`config.mk`:
```
export PLATFORM = sky130hd
export DESIGN_NAME = evt_irq_gather
export DESIGN_NICKNAME = d
export VERILOG_FILES = /design/src/rtl/evt_irq_pkg.sv /design/src/rtl/evt_edge_detect.sv /design/src/rtl/evt_bus_decode.sv /design/src/rtl/evt_status_core.sv /design/src/rtl/evt_irq_gather.sv
export SDC_FILE = /design/constraint.sdc
export NUM_CORES = 1
export LEC_CHECK = 0
export CORE_ASPECT_RATIO = 1.4
export CORE_MARGIN = 2
export CORE_UTILIZATION = 35
export CTS_BUF_LIST = sky130_fd_sc_hd__clkbuf_8
export CTS_CLUSTER_DIAMETER = 60
export DETAILED_ROUTE_END_ITERATION = 8
export PLACE_DENSITY = 0.59
export SYNTH_ARGS = -nofsm -noshare
export SYNTH_HDL_FRONTEND = slang
export SYNTH_SLANG_ARGS = --single-unit
export TNS_END_PERCENT = 30
```
`constraint.sdc`:
```
create_clock -name clk -period 0.8 [get_ports clk]
set_input_delay 0.16 -clock clk [delete_from_list [all_inputs] [get_ports clk]]
set_output_delay 0.16 -clock clk [all_outputs]
set_load 0.05 [all_outputs]
```
`src/rtl/evt_irq_pkg.sv`:
```
`timescale 1ns/1ps
package evt_irq_pkg;
  localparam int DATA_W = 8;

  typedef struct packed {
    logic              wr_hit;
    logic              rd_hit;
    logic [DATA_W-1:0] wdata;
  } bus_req_t;
endpackage

```
`src/rtl/evt_edge_detect.sv`:
```
`timescale 1ns/1ps
module evt_edge_detect #(
  parameter int NUM_SRC     = 8,
  parameter int SYNC_STAGES = 2
) (
  input  logic               clk,
  input  logic               rst_n,
  input  logic [NUM_SRC-1:0] raw_in,
  output logic [NUM_SRC-1:0] rise_pulse
);
  localparam int TOP = SYNC_STAGES - 1;

  for (genvar g = 0; g < NUM_SRC; g++) begin : g_src
    logic [SYNC_STAGES-1:0] chain_q;
    logic                   last_q;

    always_ff @(posedge clk or negedge rst_n) begin
      if (!rst_n) begin
        chain_q <= '0;
        last_q  <= 1'b0;
      end else begin
        chain_q <= {chain_q[TOP-1:0], raw_in[g]};
        last_q  <= chain_q[TOP];
      end
    end

    assign rise_pulse[g] = chain_q[TOP] & ~last_q;

    // a detected edge lasts exactly one cycle
    assert_single_pulse_R4: assert property (@(posedge clk) disable iff (!rst_n)
      rise_pulse[g] |=> !rise_pulse[g]);
  end
endmodule

```
`src/rtl/evt_bus_decode.sv`:
```
`timescale 1ns/1ps
module evt_bus_decode
  import evt_irq_pkg::*;
#(
  parameter int               NUM_SRC    = 8,
  parameter int               ADDR_W     = 5,
  parameter logic [ADDR_W-1:0] REG_ADDR  = 5'h1E,
  parameter logic [NUM_SRC-1:0] VALID_MASK = 8'h3F
) (
  input  logic               clk,
  input  logic               rst_n,
  input  logic               bus_sel,
  input  logic               bus_wr,
  input  logic [ADDR_W-1:0]  bus_addr,
  input  logic [DATA_W-1:0]  bus_wdata,
  input  logic [NUM_SRC-1:0] status_i,
  output bus_req_t           req_o,
  output logic [DATA_W-1:0]  rdata_o
);
  logic hit;
  logic [DATA_W-1:0] rdata_q;

  assign hit          = bus_sel && (bus_addr == REG_ADDR);
  assign req_o.wr_hit = hit && bus_wr;
  assign req_o.rd_hit = hit && !bus_wr;
  assign req_o.wdata  = bus_wdata;

  always_ff @(posedge clk or negedge rst_n) begin
    if (!rst_n)            rdata_q <= '0;
    else if (req_o.rd_hit) rdata_q <= DATA_W'(status_i & VALID_MASK);
    else                   rdata_q <= '0;
  end

  assign rdata_o = rdata_q;

  // read data returns to zero when no read hit the register
  assert_rdata_idle_R3: assert property (@(posedge clk) disable iff (!rst_n)
    !req_o.rd_hit |=> rdata_o == '0);
endmodule

```
`src/rtl/evt_status_core.sv`:
```
`timescale 1ns/1ps
module evt_status_core
  import evt_irq_pkg::*;
#(
  parameter int                 NUM_SRC    = 8,
  parameter logic [NUM_SRC-1:0] VALID_MASK = 8'h3F
) (
  input  logic               clk,
  input  logic               rst_n,
  input  bus_req_t           req_i,
  input  logic [NUM_SRC-1:0] rise_i,
  output logic [NUM_SRC-1:0] status_o,
  output logic               irq_o
);
  logic [NUM_SRC-1:0] en_q, en_d;
  logic [NUM_SRC-1:0] st_q, st_d;
  logic               irq_q;

  always_comb begin
    en_d = en_q;
    if (req_i.wr_hit) en_d = req_i.wdata[NUM_SRC-1:0] & VALID_MASK;
    // disable on this write wins over a same-cycle edge
    st_d = en_d & (st_q | (rise_i & en_q));
  end

  always_ff @(posedge clk or negedge rst_n) begin
    if (!rst_n) begin
      en_q  <= '0;
      st_q  <= '0;
      irq_q <= 1'b0;
    end else begin
      en_q  <= en_d;
      st_q  <= st_d;
      irq_q <= |st_q;
    end
  end

  assign status_o = st_q;
  assign irq_o    = irq_q;

  // after a write, no status bit outside the written mask survives
  assert_disable_clears_R7: assert property (@(posedge clk) disable iff (!rst_n)
    req_i.wr_hit |=> (st_q & ~$past(req_i.wdata[NUM_SRC-1:0])) == '0);

  // a zero write empties the status
  assert_zero_write_R8: assert property (@(posedge clk) disable iff (!rst_n)
    (req_i.wr_hit && req_i.wdata[NUM_SRC-1:0] == '0) |=> st_q == '0);

  // with everything disabled and no write, nothing latches
  assert_disabled_quiet_R9: assert property (@(posedge clk) disable iff (!rst_n)
    (en_q == '0 && !req_i.wr_hit) |=> st_q == '0);

  // status only falls on a write
  assert_sticky_R11: assert property (@(posedge clk) disable iff (!rst_n)
    !req_i.wr_hit |=> (($past(st_q) & ~st_q) == '0));
endmodule

```
`src/rtl/evt_irq_gather.sv`:
```
`timescale 1ns/1ps
module evt_irq_gather
  import evt_irq_pkg::*;
#(
  parameter int                 NUM_SRC     = 8,
  parameter int                 SYNC_STAGES = 2,
  parameter int                 ADDR_W      = 5,
  parameter logic [ADDR_W-1:0]  REG_ADDR    = 5'h1E,
  parameter logic [NUM_SRC-1:0] VALID_MASK  = 8'h3F
) (
  input  logic               clk,
  input  logic               rst_n,
  input  logic [NUM_SRC-1:0] evt_in,
  input  logic               bus_sel,
  input  logic               bus_wr,
  input  logic [ADDR_W-1:0]  bus_addr,
  input  logic [7:0]         bus_wdata,
  output logic [7:0]         bus_rdata,
  output logic               irq_out
);
  bus_req_t           req;
  logic [NUM_SRC-1:0] rise;
  logic [NUM_SRC-1:0] status;

  evt_edge_detect #(.NUM_SRC(NUM_SRC), .SYNC_STAGES(SYNC_STAGES)) u_edge (
    .clk(clk), .rst_n(rst_n), .raw_in(evt_in), .rise_pulse(rise));

  evt_bus_decode #(.NUM_SRC(NUM_SRC), .ADDR_W(ADDR_W), .REG_ADDR(REG_ADDR),
                   .VALID_MASK(VALID_MASK)) u_dec (
    .clk(clk), .rst_n(rst_n), .bus_sel(bus_sel), .bus_wr(bus_wr),
    .bus_addr(bus_addr), .bus_wdata(bus_wdata), .status_i(status),
    .req_o(req), .rdata_o(bus_rdata));

  evt_status_core #(.NUM_SRC(NUM_SRC), .VALID_MASK(VALID_MASK)) u_core (
    .clk(clk), .rst_n(rst_n), .req_i(req), .rise_i(rise),
    .status_o(status), .irq_o(irq_out));

  // invalid positions never appear on the read bus
  assert_invalid_zero_R5: assert property (@(posedge clk) disable iff (!rst_n)
    (bus_rdata & ~8'(VALID_MASK)) == '0);

  // latched status raises the request one edge later
  assert_irq_rise_R6: assert property (@(posedge clk) disable iff (!rst_n)
    (status != '0) |=> irq_out);

  // empty status drops the request one edge later
  assert_irq_fall_R6: assert property (@(posedge clk) disable iff (!rst_n)
    (status == '0) |=> !irq_out);
endmodule

```
# --- After elaboration in Yosys (flattened, before gate mapping) ---
# Cells that the tools add are included.
# W data, S select, Z words.
op_classes:
  mux: 2
  reduce_logical: 5
  n_eq_ne: 1
  n_bitwise: 19
op_table:
  columns: ["operator", "count"]
  rows:
  - ["$and A8 B8 Y8", 2]
  - ["$and A1 B1 Y1", 8]
  - ["$mux W8", 1]
  - ["$not A1 Y1", 8]
  - ["$or A8 B8 Y8", 1]
  - ["$reduce_or A8 Y1", 1]
  - ["$mux W6", 1]
  - ["$eq A5 B5 Y1 const B", 1]
  - ["$logic_and A1 B1 Y1", 3]
  - ["$logic_not A1 Y1", 1]
word_totals:
  elab_cells: 47
  register_bits: 49

# --- Depth between registers and ports, before layout ---
# Gate-level depths: netlist of run 1.
logic_depth:
  word_depth: 5
  depth_mapped: 5
  ltp_nobuf: 3

# --- Hierarchy ---
# From an unflattened synthesis of run 1, not the netlist that was laid out.
hier_totals:
  cells_unflattened: 110
  hier_area_um2: 1719.1
modules_own_cells:
  columns: ["module", "area_each_um2", "n_inst", "cells_each"]
  rows:
  - ["evt_edge_detect", 710.7, 1, 32]
  - ["evt_status_core", 673.1, 1, 43]
  - ["evt_bus_decode", 335.3, 1, 35]

# --- Worst setup path after synthesis of run 1 ---
# OpenSTA, ideal clock, no wires.
synth_timing:
  path_kind: "input to register"
  startpoint: "input port bus_addr[4]"
  endpoint: "register u_core.st_q[0] (netlist: u_core.status_o[0])"
  slack_ps: -274
  stages: 5
  required_time_ps: 677
  n_path_buf: 2
  arrival_time_ps: 951
  path_cell_list: "and4_1 -> buf_6 -> nand3_4 -> buf_6 -> o221a_1"
synth_between:
  elab_chain_cells: 5
synth_lines:
  columns: ["element", "line", "source"]
  rows:
  - ["start, declared", "evt_irq_gather.sv:16", "input logic [ADDR_W-1:0] bus_addr,"]
  - ["$eq A5 B5 Y1", "evt_bus_decode.sv:23", "assign hit = bus_sel && (bus_addr == REG_ADDR);"]
  - ["$logic_and A1 B1 Y1", "evt_bus_decode.sv:23", null]
  - ["$logic_and A1 B1 Y1", "evt_bus_decode.sv:24", "assign req_o.wr_hit = hit && bus_wr;"]
  - ["$mux W8", "evt_status_core.sv:21", "if (req_i.wr_hit) en_d = req_i.wdata[NUM_SRC-1:0] & VALID_MASK;"]
  - ["$and A8 B8 Y8", "evt_status_core.sv:23", "st_d = en_d & (st_q | (rise_i & en_q));"]
  - ["net u_core.st_d[0]", "evt_status_core.sv:16", "logic [NUM_SRC-1:0] st_q, st_d;"]
  - ["end signal, assigned", "evt_status_core.sv:33", "st_q <= st_d;"]
  - ["end, declared", "evt_status_core.sv:16", null]
# The timed path passes the listed nets, and every way through them passes these cells.

# --- Worst setup path in the final report of run 1 ---
layout_timing:
  startpoint: "register u_core.irq_q (netlist: u_core.irq_o)"
  endpoint: "output port irq_out"
layout_lines:
  columns: ["element", "line", "source"]
  rows:
  - ["start, declared", "evt_status_core.sv:17", "logic irq_q;"]
  - ["start signal, assigned", "evt_status_core.sv:34", "irq_q <= |st_q;"]
  - ["end, declared", "evt_irq_gather.sv:19", "output logic irq_out"]
# No word-level cell between the ends.

==> results of run 1 <==
sequential cells by signal (all words and copies together) (netlist names):
name,flops
u_dec.rdata_o,6
u_edge.g_src.chain_q,16
u_core.irq_o,1
u_edge.g_src.last_q,8
u_core.status_o,8
u_core.en_q,8
final timing paths:
| kind | from | to | slack, ns |
|---|---|---|---|
| setup / recovery | u_core.irq_o | irq_out | -0.22 |
| max in group asynchronous | rst_n | u_edge.g_src[0].chain_q[0] | 0.23 |
| hold reg to reg | u_edge.g_src[7].chain_q[0] | u_edge.g_src[7].chain_q[1] | 0.35 |
| min in group asynchronous | rst_n | u_core.status_o[1] | 0.36 |
| hold / removal | evt_in[2] | u_edge.g_src[2].chain_q[0] | 0.29 |
| setup reg to reg | u_core.status_o[5] | u_core.irq_o | -0.11 |
routing by layer:
metal / routed length (um) / vias to the layer above / share of wire (%)
met1: 1061 / 460 / 39
met2: 1519 / 22 / 55
met3: 112 / 5 / 4.1
met4: 52 / 0 / 1.9
li1: - / 420 / -
met5: 0 / - / 0
kinds of logic (layout without fill, tap and decap cells):
group / count (synthesis) / in the layout / share of synthesized area (%)
DFF: 47 / 47 / 73.50
and+or+nand+nor: 23 / 24 / 9.851
AOI/OAI and AO/OA: 14 / 14 / 9.226
muxes: 6 / 6 / 4.222
buffers and inverters: 6 / 45 / 2.971
other: 1 / 2 / 0.2343
synthesized netlist by cell type:
cell type | count | area share (%)
dfrtp_1 | 47 | 73
nand3_4 | 1 | 1.1
o211a_1 | 2 | 1.3
buf_4 | 2 | 0.94
and2_1 | 8 | 3.1
buf_6 | 2 | 1.4
nand2_1 | 1 | 0.23
nor2b_1 | 9 | 3.5
and4_1 | 1 | 0.55
a41o_1 | 6 | 3.8
o221a_1 | 6 | 4.2
conb_1 | 1 | 0.23
nor4_1 | 2 | 0.78
mux2_2 | 6 | 4.2
and3b_1 | 1 | 0.55
buf_2 | 2 | 0.63
what timing repair did:
action                                 4_1_cts  5_1_grt
pin swaps                                   10        1
buffers inserted                             1        0
endpoints found under the hold margin       47        0
setup endpoints to repair                   30       28
gates cloned                                 1        0
gates resized for setup                     34        6
hold buffers                                 1        0
cell type report:
type / instances / area, um^2 / area share (%)
clock inverters: 3 / 16.27 / 0.7370
flip-flops and latches: 47 / 1176 / 53.29
multi-input cells: 46 / 431.7 / 19.56
well taps: 62 / 77.57 / 3.515
repair buffers: 37 / 436.7 / 19.78
clock buffers: 5 / 68.82 / 3.118
where the power goes:
group | total [mW] | leakage, nW | switching (mW) | internal [mW]
registers | 2.58 | 0.595 | 0.0752 | 2.50
clock network | 1.36 | 0.0453 | 0.763 | 0.598
logic | 0.480 | 0.430 | 0.205 | 0.275
per-stage QoR:
step                      util [%]  hold slack (ns)
after floorplan                  -          -0.1356
after global placement       45.86           0.1496
after detailed placement     45.86           0.1603
after CTS                    49.12           0.2868
after global routing         49.45           0.2917
final                        49.45           0.2919
==> impl_metrics.yaml, run 1 <==
sta:
  setup_viol_count_final: 18
  maximum_clock_rate_ghz: 0.9792
  slew_violations: 0
  unrepaired_setup_endpoints_after_global_routing: "yes"
  setup_total_negative_slack_ns: -2.011
  setup_ws_ns: -0.2213
  finalWorstPathRequiredPeriod_ns: 1.021
  report.final.hold_viol_count: 0
  final_cycle_utilization_of_the_critical_path_pct: 127.7
  final.setup_skew_ns: 0.004584
layout:
  most-common-layout-cells: "dfrtp_1, clkdlybuf4s50_1, buf_12"
  diodes: 0
  design.final.nets: 162
  nFillCells: 405
  layout.cell_area.non_filler_um2: 2207
  syn_to_final_growth_pct: 37.92
  layout.cells.most_common: "dfrtp_1"
  drive_above_1_share_pct: 31.16
  finalNonFillerCells: 200
grt:
  layer_with_the_highest_usage: "met2"
  wire_length_of_the_first_global_routing_pass_mm: 4.767
  largest_net_degree_at_the_start_of_global_routing: 48
  globalRoute.totalOverflow: 0
  antenna_found_initial: 0
  grt_use_total_pct: 12.65
  grt_use_met3_pct: 3.411
  first_global_vias: 1023
  use_met1_pct: 14.42
  met2_usage_pct: 21.66
floorplanning:
  die_h_um: 84.01
  floorplan.initialDensity_pct: 35.86
  top_level_ports: 34
  core_area_um2: 4463
  die-width_um: 61.15
  rows: 29
  die_footprint_um2: 5136
place:
  placed_cells: 189
  globalplace.congestion: 0.8310
  dpl-instance-area_um2: 2047
  pre_cts_slack_ns: -0.7487
  dp_hpwl_mm: 1.870
  port_buffers: 29
routing:
  route.detailed.drc: 0
  routed_via_density: 4.535
  route.vias.total: 907
  drt_wl_total_mm: 2.746
  antenna_left: 0
  drt_first_iter_violations: 14
  wl_per_cell_um: 13.73
  number_of_iterations_in_the_first_detailed_routing_pass: 4
setup_path:
  timing.critical_path.max_delay_family: "flip-flops"
  startpoint_type: "flip-flop"
  path_buf_inv: 1
  critical_path_peak_fanout: 1
  timing.critical_path.arrival_ns: 0.86
  worst-endpoint-required_ns: 0.64
  crit_chain: "buf_12"
  worst-path-stages: 1
  crit_path_top_delay_cell: "dfrtp_1"
  setup.worst_path.class: "flip-flop to output pin"
  setup.worst_path.end_class: "output pin"
  worst-r2r-cell-count: 2
  cp_slowest_stage_delay_ns: 0.41
clock_tree:
  cts.htree.levels: 2
  clock_latency_ns: 0.30
  tritoncts_clock_tree: "built"
  cts_clock_pin_slew_for_the_worst_setup_and_hold_paths_ns: 0.08
  cts.root.buffer_cell: "clkbuf_8"
  numCtsBuffers: 5
  cts_num_sinks: 47
  maximum_count_of_clock_buffers_along_a_single_path: 2
synth:
  syn_avg_cell_area_um2: 16.50
  unique_masters_post_synth: 16
  ys_warn_count: 0
  syn-cell-area_um2: 1600
  yosysSeqAreaShare_pct: 73.49
  synthesized_instance_count: 97
  ys_seq_elements: 47
run_status:
  status: "complete, but fails checks"
  failing_checks: "negative setup slack"
pwr:
  finalPower_mw: 4.418
  cellLeakagePower_nw: 1.070
  peakVddDrop_mv: 1.254
  power-per-cell-area_nw_per_um2: 2002
hold_path:
  timing.hold.worst.class: "primary input to flip-flop"
  whs_path_depth: 1
run:
  drv_cap: 0
(Power assumes the default switching activity.)
==> run 2: changes to the inputs <==
Settings changed: SKIP_CTS_REPAIR_TIMING set to 1.
==> run 2 against run 1 <==
Net effect: the flow still finishes with violations (negative setup slack); first-iteration DRC count increased by 29%; highest routed layer unchanged; critical path depth stayed put; sequential share of layout area is 0.30 points lower; maximum frequency grew 0.30%; critical path type unchanged.
==> impl_metrics.yaml, run 2 (synthesized netlist as in run 1, its figures left out) <==
routing:
  routedLengthMet1_mm: 1.042
  antenna_left: 0
  routed_via_density: 4.577
  route.detailed.drc: 0
  route.vias.total: 920
  route.met3.wl_um: 118
  highest_layer: "met4"
  wl_per_cell_um: 13.73
  number_of_iterations_in_the_first_detailed_routing_pass: 4
  drt_first_iter_violations: 18
  met2WireLength_mm: 1.546
  drt_wl_total_mm: 2.760
grt:
  largest_net_degree_at_the_start_of_global_routing: 48
  first_global_vias: 1008
  grt_use_total_pct: 11.63
  antenna_found_initial: 0
  wire_length_of_the_first_global_routing_pass_mm: 4.422
  globalRoute.totalOverflow: 0
setup_path:
  worst-endpoint-required_ns: 0.64
  crit_path_top_delay_cell: "dfrtp_1"
  setup.worst_path.end_class: "output pin"
  critical_path_peak_fanout: 1
  path_buf_inv: 1
  cp_slowest_stage_delay_ns: 0.41
  timing.critical_path.max_delay_family: "flip-flops"
  setup.worst_path.class: "flip-flop to output pin"
  crit_chain: "buf_12"
  timing.critical_path.arrival_ns: 0.86
  startpoint_type: "flip-flop"
sta:
  final_cycle_utilization_of_the_critical_path_pct: 127.3
  setup_ws_ns: -0.2183
  finalWorstPathRequiredPeriod_ns: 1.018
  unrepaired_setup_endpoints_after_global_routing: "yes"
  setup_viol_count_final: 19
  report.final.hold_viol_count: 0
  finalHoldWorstSlack_ns: 0.2922
  maximum_clock_rate_ghz: 0.9821
  final.setup_skew_ns: 0.003759
  slew_violations: 0
  setup_total_negative_slack_ns: -2.019
floorplanning:
  rows: 29
  core_area_um2: 4463
  top_level_ports: 34
  die_h_um: 84.01
  floorplan.initialDensity_pct: 35.86
  die_footprint_um2: 5136
  die-width_um: 61.15
pwr:
  cellLeakagePower_nw: 1.087
  peakVddDrop_mv: 1.255
  power-per-cell-area_nw_per_um2: 1987
layout:
  nFillCells: 405
  most-common-layout-cells: "dfrtp_1, clkdlybuf4s50_1, buf_12"
  finalNonFillerCells: 201
  flip_flop_count_of_the_largest_register_all_copies_and_words_added: 16
  diodes: 0
  design.final.nets: 163
  drive_above_1_share_pct: 30.22
  syn_to_final_growth_pct: 38.70
  registers.top_by_ff_count: "u_edge.g_src.chain_q"
  layout.cells.most_common: "dfrtp_1"
run_status:
  failing_checks: "negative setup slack"
  status: "complete, but fails checks"
clock_tree:
  cts.root.buffer_cell: "clkbuf_8"
  cts.htree.levels: 2
  cts_clock_pin_slew_for_the_worst_setup_and_hold_paths_ns: 0.08
  numCtsBuffers: 5
  tritoncts_clock_tree: "built"
  cts_num_sinks: 47
  clock_latency_ns: 0.29
  maximum_count_of_clock_buffers_along_a_single_path: 2
run:
  drv_cap: 0
place:
  dp_hpwl_mm: 1.870
  port_buffers: 29
  placed_cells: 189
  globalplace.congestion: 0.8310
hold_path:
  timing.hold.worst.class: "primary input to flip-flop"
-- run 2: changes by cell type in the layout (fill, tap and decap cells not counted), sizes merged --
cell / before / now
clkbuf: 5 / 9
buf: 22 / 18
dlymetal6s2s: 0 / 1
-- run 2: final timing paths --
kind / cells past startpoint / endpoint / startpoint / slack (ns)
worst max-delay path: 1 / irq_out / u_core.irq_o / -0.22
worst min-delay path: 1 / u_edge.g_src[2].chain_q[0] / evt_in[2] / 0.29
worst max register to register: 2 / u_core.irq_o / u_core.status_o[5] / -0.16
worst min register to register: 0 / u_edge.g_src[7].chain_q[1] / u_edge.g_src[7].chain_q[0] / 0.35
max in group asynchronous: 3 / u_edge.g_src[0].chain_q[0] / rst_n / 0.23
min in group asynchronous: 3 / u_core.status_o[1] / rst_n / 0.36
-- run 2: per-stage QoR --
stage	cell area [um^2]	util (%)	total power, mW	setup WS [ns]
after detailed placement	2047	45.86	3.070	-0.7487
after global routing	2220	49.73	4.620	-0.2684
after CTS	2132	47.77	4.428	-0.4335
after floorplan	1604	-	2.800	-0.2741
after global placement	2047	45.86	3.055	-0.7305
final	2220	49.73	4.410	-0.2183
-- run 2: power breakdown --
part / total, mW / leakage (nW) / switching [mW] / internal (mW)
Sequential: 2.58 / 0.595 / 0.0734 / 2.50
Clock: 1.35 / 0.0453 / 0.752 / 0.598
Combinational: 0.484 / 0.447 / 0.207 / 0.277
Total: 4.41 / 1.09 / 1.03 / 3.38
-- run 2: metal layers --
metal  up-vias  track usage, %
met1       466           12.97
met2        24           19.83
li1        425               -
met3         5           3.411
met5         -               0
met4         0           4.743
-- run 2: area by class of cell --
type	instances	area [um^2]	area share, %
Sequential cell	47	1176	52.99
Timing Repair Buffer	38	455.4	20.52
Multi-Input combinational cell	46	425.4	19.17
Tap cell	62	77.57	3.495
Clock buffer	5	68.82	3.100
Clock inverter	3	16.27	0.7328
==> run 3: changes to the inputs <==
Settings changed: RECOVER_POWER set to 50.
==> run 3 against run 2 <==
Net effect: the run still ends with negative setup slack left; routed wire length grew 0.65%; global-route usage is the same; combinational power shrank 3%; critical path depth is the same; register-to-register slack is essentially flat; maximum frequency is essentially flat; sequential share of layout area grew 0.21 points.
==> impl_metrics.yaml, run 3 (synthesized netlist as in run 1, its figures left out) <==
grt:
  use_met1_pct: 12.97
  grt_use_total_pct: 11.63
  grt_use_met3_pct: 3.411
  met2_usage_pct: 19.83
  first_global_vias: 1008
  layer_with_the_highest_usage: "met2"
  largest_net_degree_at_the_start_of_global_routing: 48
  antenna_found_initial: 0
  wire_length_of_the_first_global_routing_pass_mm: 4.422
  globalRoute.totalOverflow: 0
run:
  drv_cap: 0
routing:
  drt_first_iter_violations: 23
  antenna_left: 0
  routed_via_density: 4.602
  route.vias.total: 925
  route.detailed.drc: 0
  drt_wl_total_mm: 2.778
  wl_per_cell_um: 13.82
  number_of_iterations_in_the_first_detailed_routing_pass: 4
setup_path:
  crit_path_top_delay_cell: "dfrtp_1"
  critical_path_peak_fanout: 1
  timing.critical_path.arrival_ns: 0.86
  startpoint_type: "flip-flop"
  setup.worst_path.class: "flip-flop to output pin"
  rrSetupSlack_ns: -0.16
  worstReg2RegEnd: "u_core.irq_o"
  cp_slowest_stage_delay_ns: 0.41
  crit-reg2reg-launch: "u_core.status_o[1]"
  worst-endpoint-required_ns: 0.64
  worst-r2r-cell-count: 2
  path_buf_inv: 1
  setup.worst_path.end_class: "output pin"
  crit_chain: "buf_12"
  timing.critical_path.max_delay_family: "flip-flops"
clock_tree:
  maximum_count_of_clock_buffers_along_a_single_path: 2
  tritoncts_clock_tree: "built"
  numCtsBuffers: 5
  cts_num_sinks: 47
  cts_clock_pin_slew_for_the_worst_setup_and_hold_paths_ns: 0.08
  cts.root.buffer_cell: "clkbuf_8"
  cts.htree.levels: 2
  clock_latency_ns: 0.29
floorplanning:
  die_h_um: 84.01
  die-width_um: 61.15
  floorplan.initialDensity_pct: 35.86
  rows: 29
  top_level_ports: 34
  core_area_um2: 4463
  die_footprint_um2: 5136
layout:
  nFillCells: 408
  finalNonFillerCells: 201
  flip_flop_count_of_the_largest_register_all_copies_and_words_added: 16
  drive_above_1_share_pct: 30.22
  design.final.nets: 163
  most-common-layout-cells: "dfrtp_1, dlygate4sd3_1, buf_12"
  registers.top_by_ff_count: "u_edge.g_src.chain_q"
  final-seq-area_um2: 1176
  layout.cells.most_common: "dfrtp_1"
  multi_input_area_um2: 425.4
  syn_to_final_growth_pct: 38.15
  diodes: 0
place:
  dp_hpwl_mm: 1.870
  port_buffers: 29
  globalplace.congestion: 0.8310
  placed_cells: 189
hold_path:
  worst_hold_path_endpoint: "u_core.en_q[7]"
  whs_path_depth: 3
  timing.hold.worst.class: "primary input to flip-flop"
  worst_hold_startpoint: "bus_wr"
sta:
  final.setup_skew_ns: 0.003056
  setup_viol_count_final: 19
  slew_violations: 0
  setup_total_negative_slack_ns: -2.043
  unrepaired_setup_endpoints_after_global_routing: "yes"
  final_cycle_utilization_of_the_critical_path_pct: 127.2
  maximum_clock_rate_ghz: 0.9824
  finalWorstPathRequiredPeriod_ns: 1.018
  setup_ws_ns: -0.2180
  report.final.hold_viol_count: 0
pwr:
  finalPower_mw: 4.397
  cellLeakagePower_nw: 1.086
  power-per-cell-area_nw_per_um2: 1989
  peakVddDrop_mv: 1.250
run_status:
  failing_checks: "negative setup slack"
  status: "complete, but fails checks"
-- run 3: cell types whose count changed in the layout (fill, tap and decap cells not counted) --
cell             delta
buf_2               -1
buf_12              -1
buf_6               +1
clkbuf_2            +1
clkdlybuf4s50_1     -8
dlygate4sd3_1       +8
-- run 3: power breakdown --
group	leakage (nW)	switching [mW]	total [mW]	internal [mW]
Sequential	0.595	0.0736	2.58	2.50
Combinational	0.446	0.206	0.470	0.264
Clock	0.0453	0.753	1.35	0.598
-- run 3: area by class of cell --
type | count | area share (%)
sequential | 47 | 53.20
timing repair buffer | 38 | 20.20
multi-input combinational | 46 | 19.24
tap | 62 | 3.509
clock buffer | 5 | 3.113
clock inverter | 3 | 0.7357
-- run 3: worst max path at each step --
| stage | start | endpoint | slack (ns) | cells after the start |
|---|---|---|---|---|
| 2_1_floorplan | bus_addr[4] | u_core.status_o[0] | -0.27 | 5 |
| 3_3_place_gp | bus_addr[1] | u_core.en_q[4] | -0.73 | 4 |
| 4_1_cts | bus_addr[1] | u_core.en_q[0] | -0.43 | 4 |
| 5_1_grt | u_core.status_o[2] | u_core.irq_o | -0.27 | 2 |
| 6_report | u_core.irq_o | irq_out | -0.22 | 1 |
| 3_5_place_dp | bus_addr[1] | u_core.en_q[2] | -0.75 | 4 |
-- run 3: worst reg2reg max path, cell delays in order, from the launching register on --
cell     delay (ns)
dfrtp_1        0.43
nor4_1         0.33
nand2_1        0.08
-- run 3: routing by layer --
| layer | vias to the layer above | routed length [um] | share of wire, % |
|---|---|---|---|
| met1 | 473 | 1046 | 38 |
| met3 | 5 | 115 | 4.1 |
| met2 | 24 | 1570 | 57 |
| met4 | 0 | 46 | 1.7 |
| li1 | 423 | - | - |
| met5 | - | 0 | 0 |
-- run 3: metrics by stage --
step / util, % / area [um^2] / hold slack, ns / setup WS (ns)
floorplan: - / 1604 / -0.1356 / -0.2741
global placement: 45.86 / 2047 / 0.1496 / -0.7305
detailed placement: 45.86 / 2047 / 0.1603 / -0.7487
CTS: 47.77 / 2132 / -0.1622 / -0.4335
global route: 49.54 / 2211 / 0.3380 / -0.2684
finish: 49.54 / 2211 / 0.3192 / -0.2180
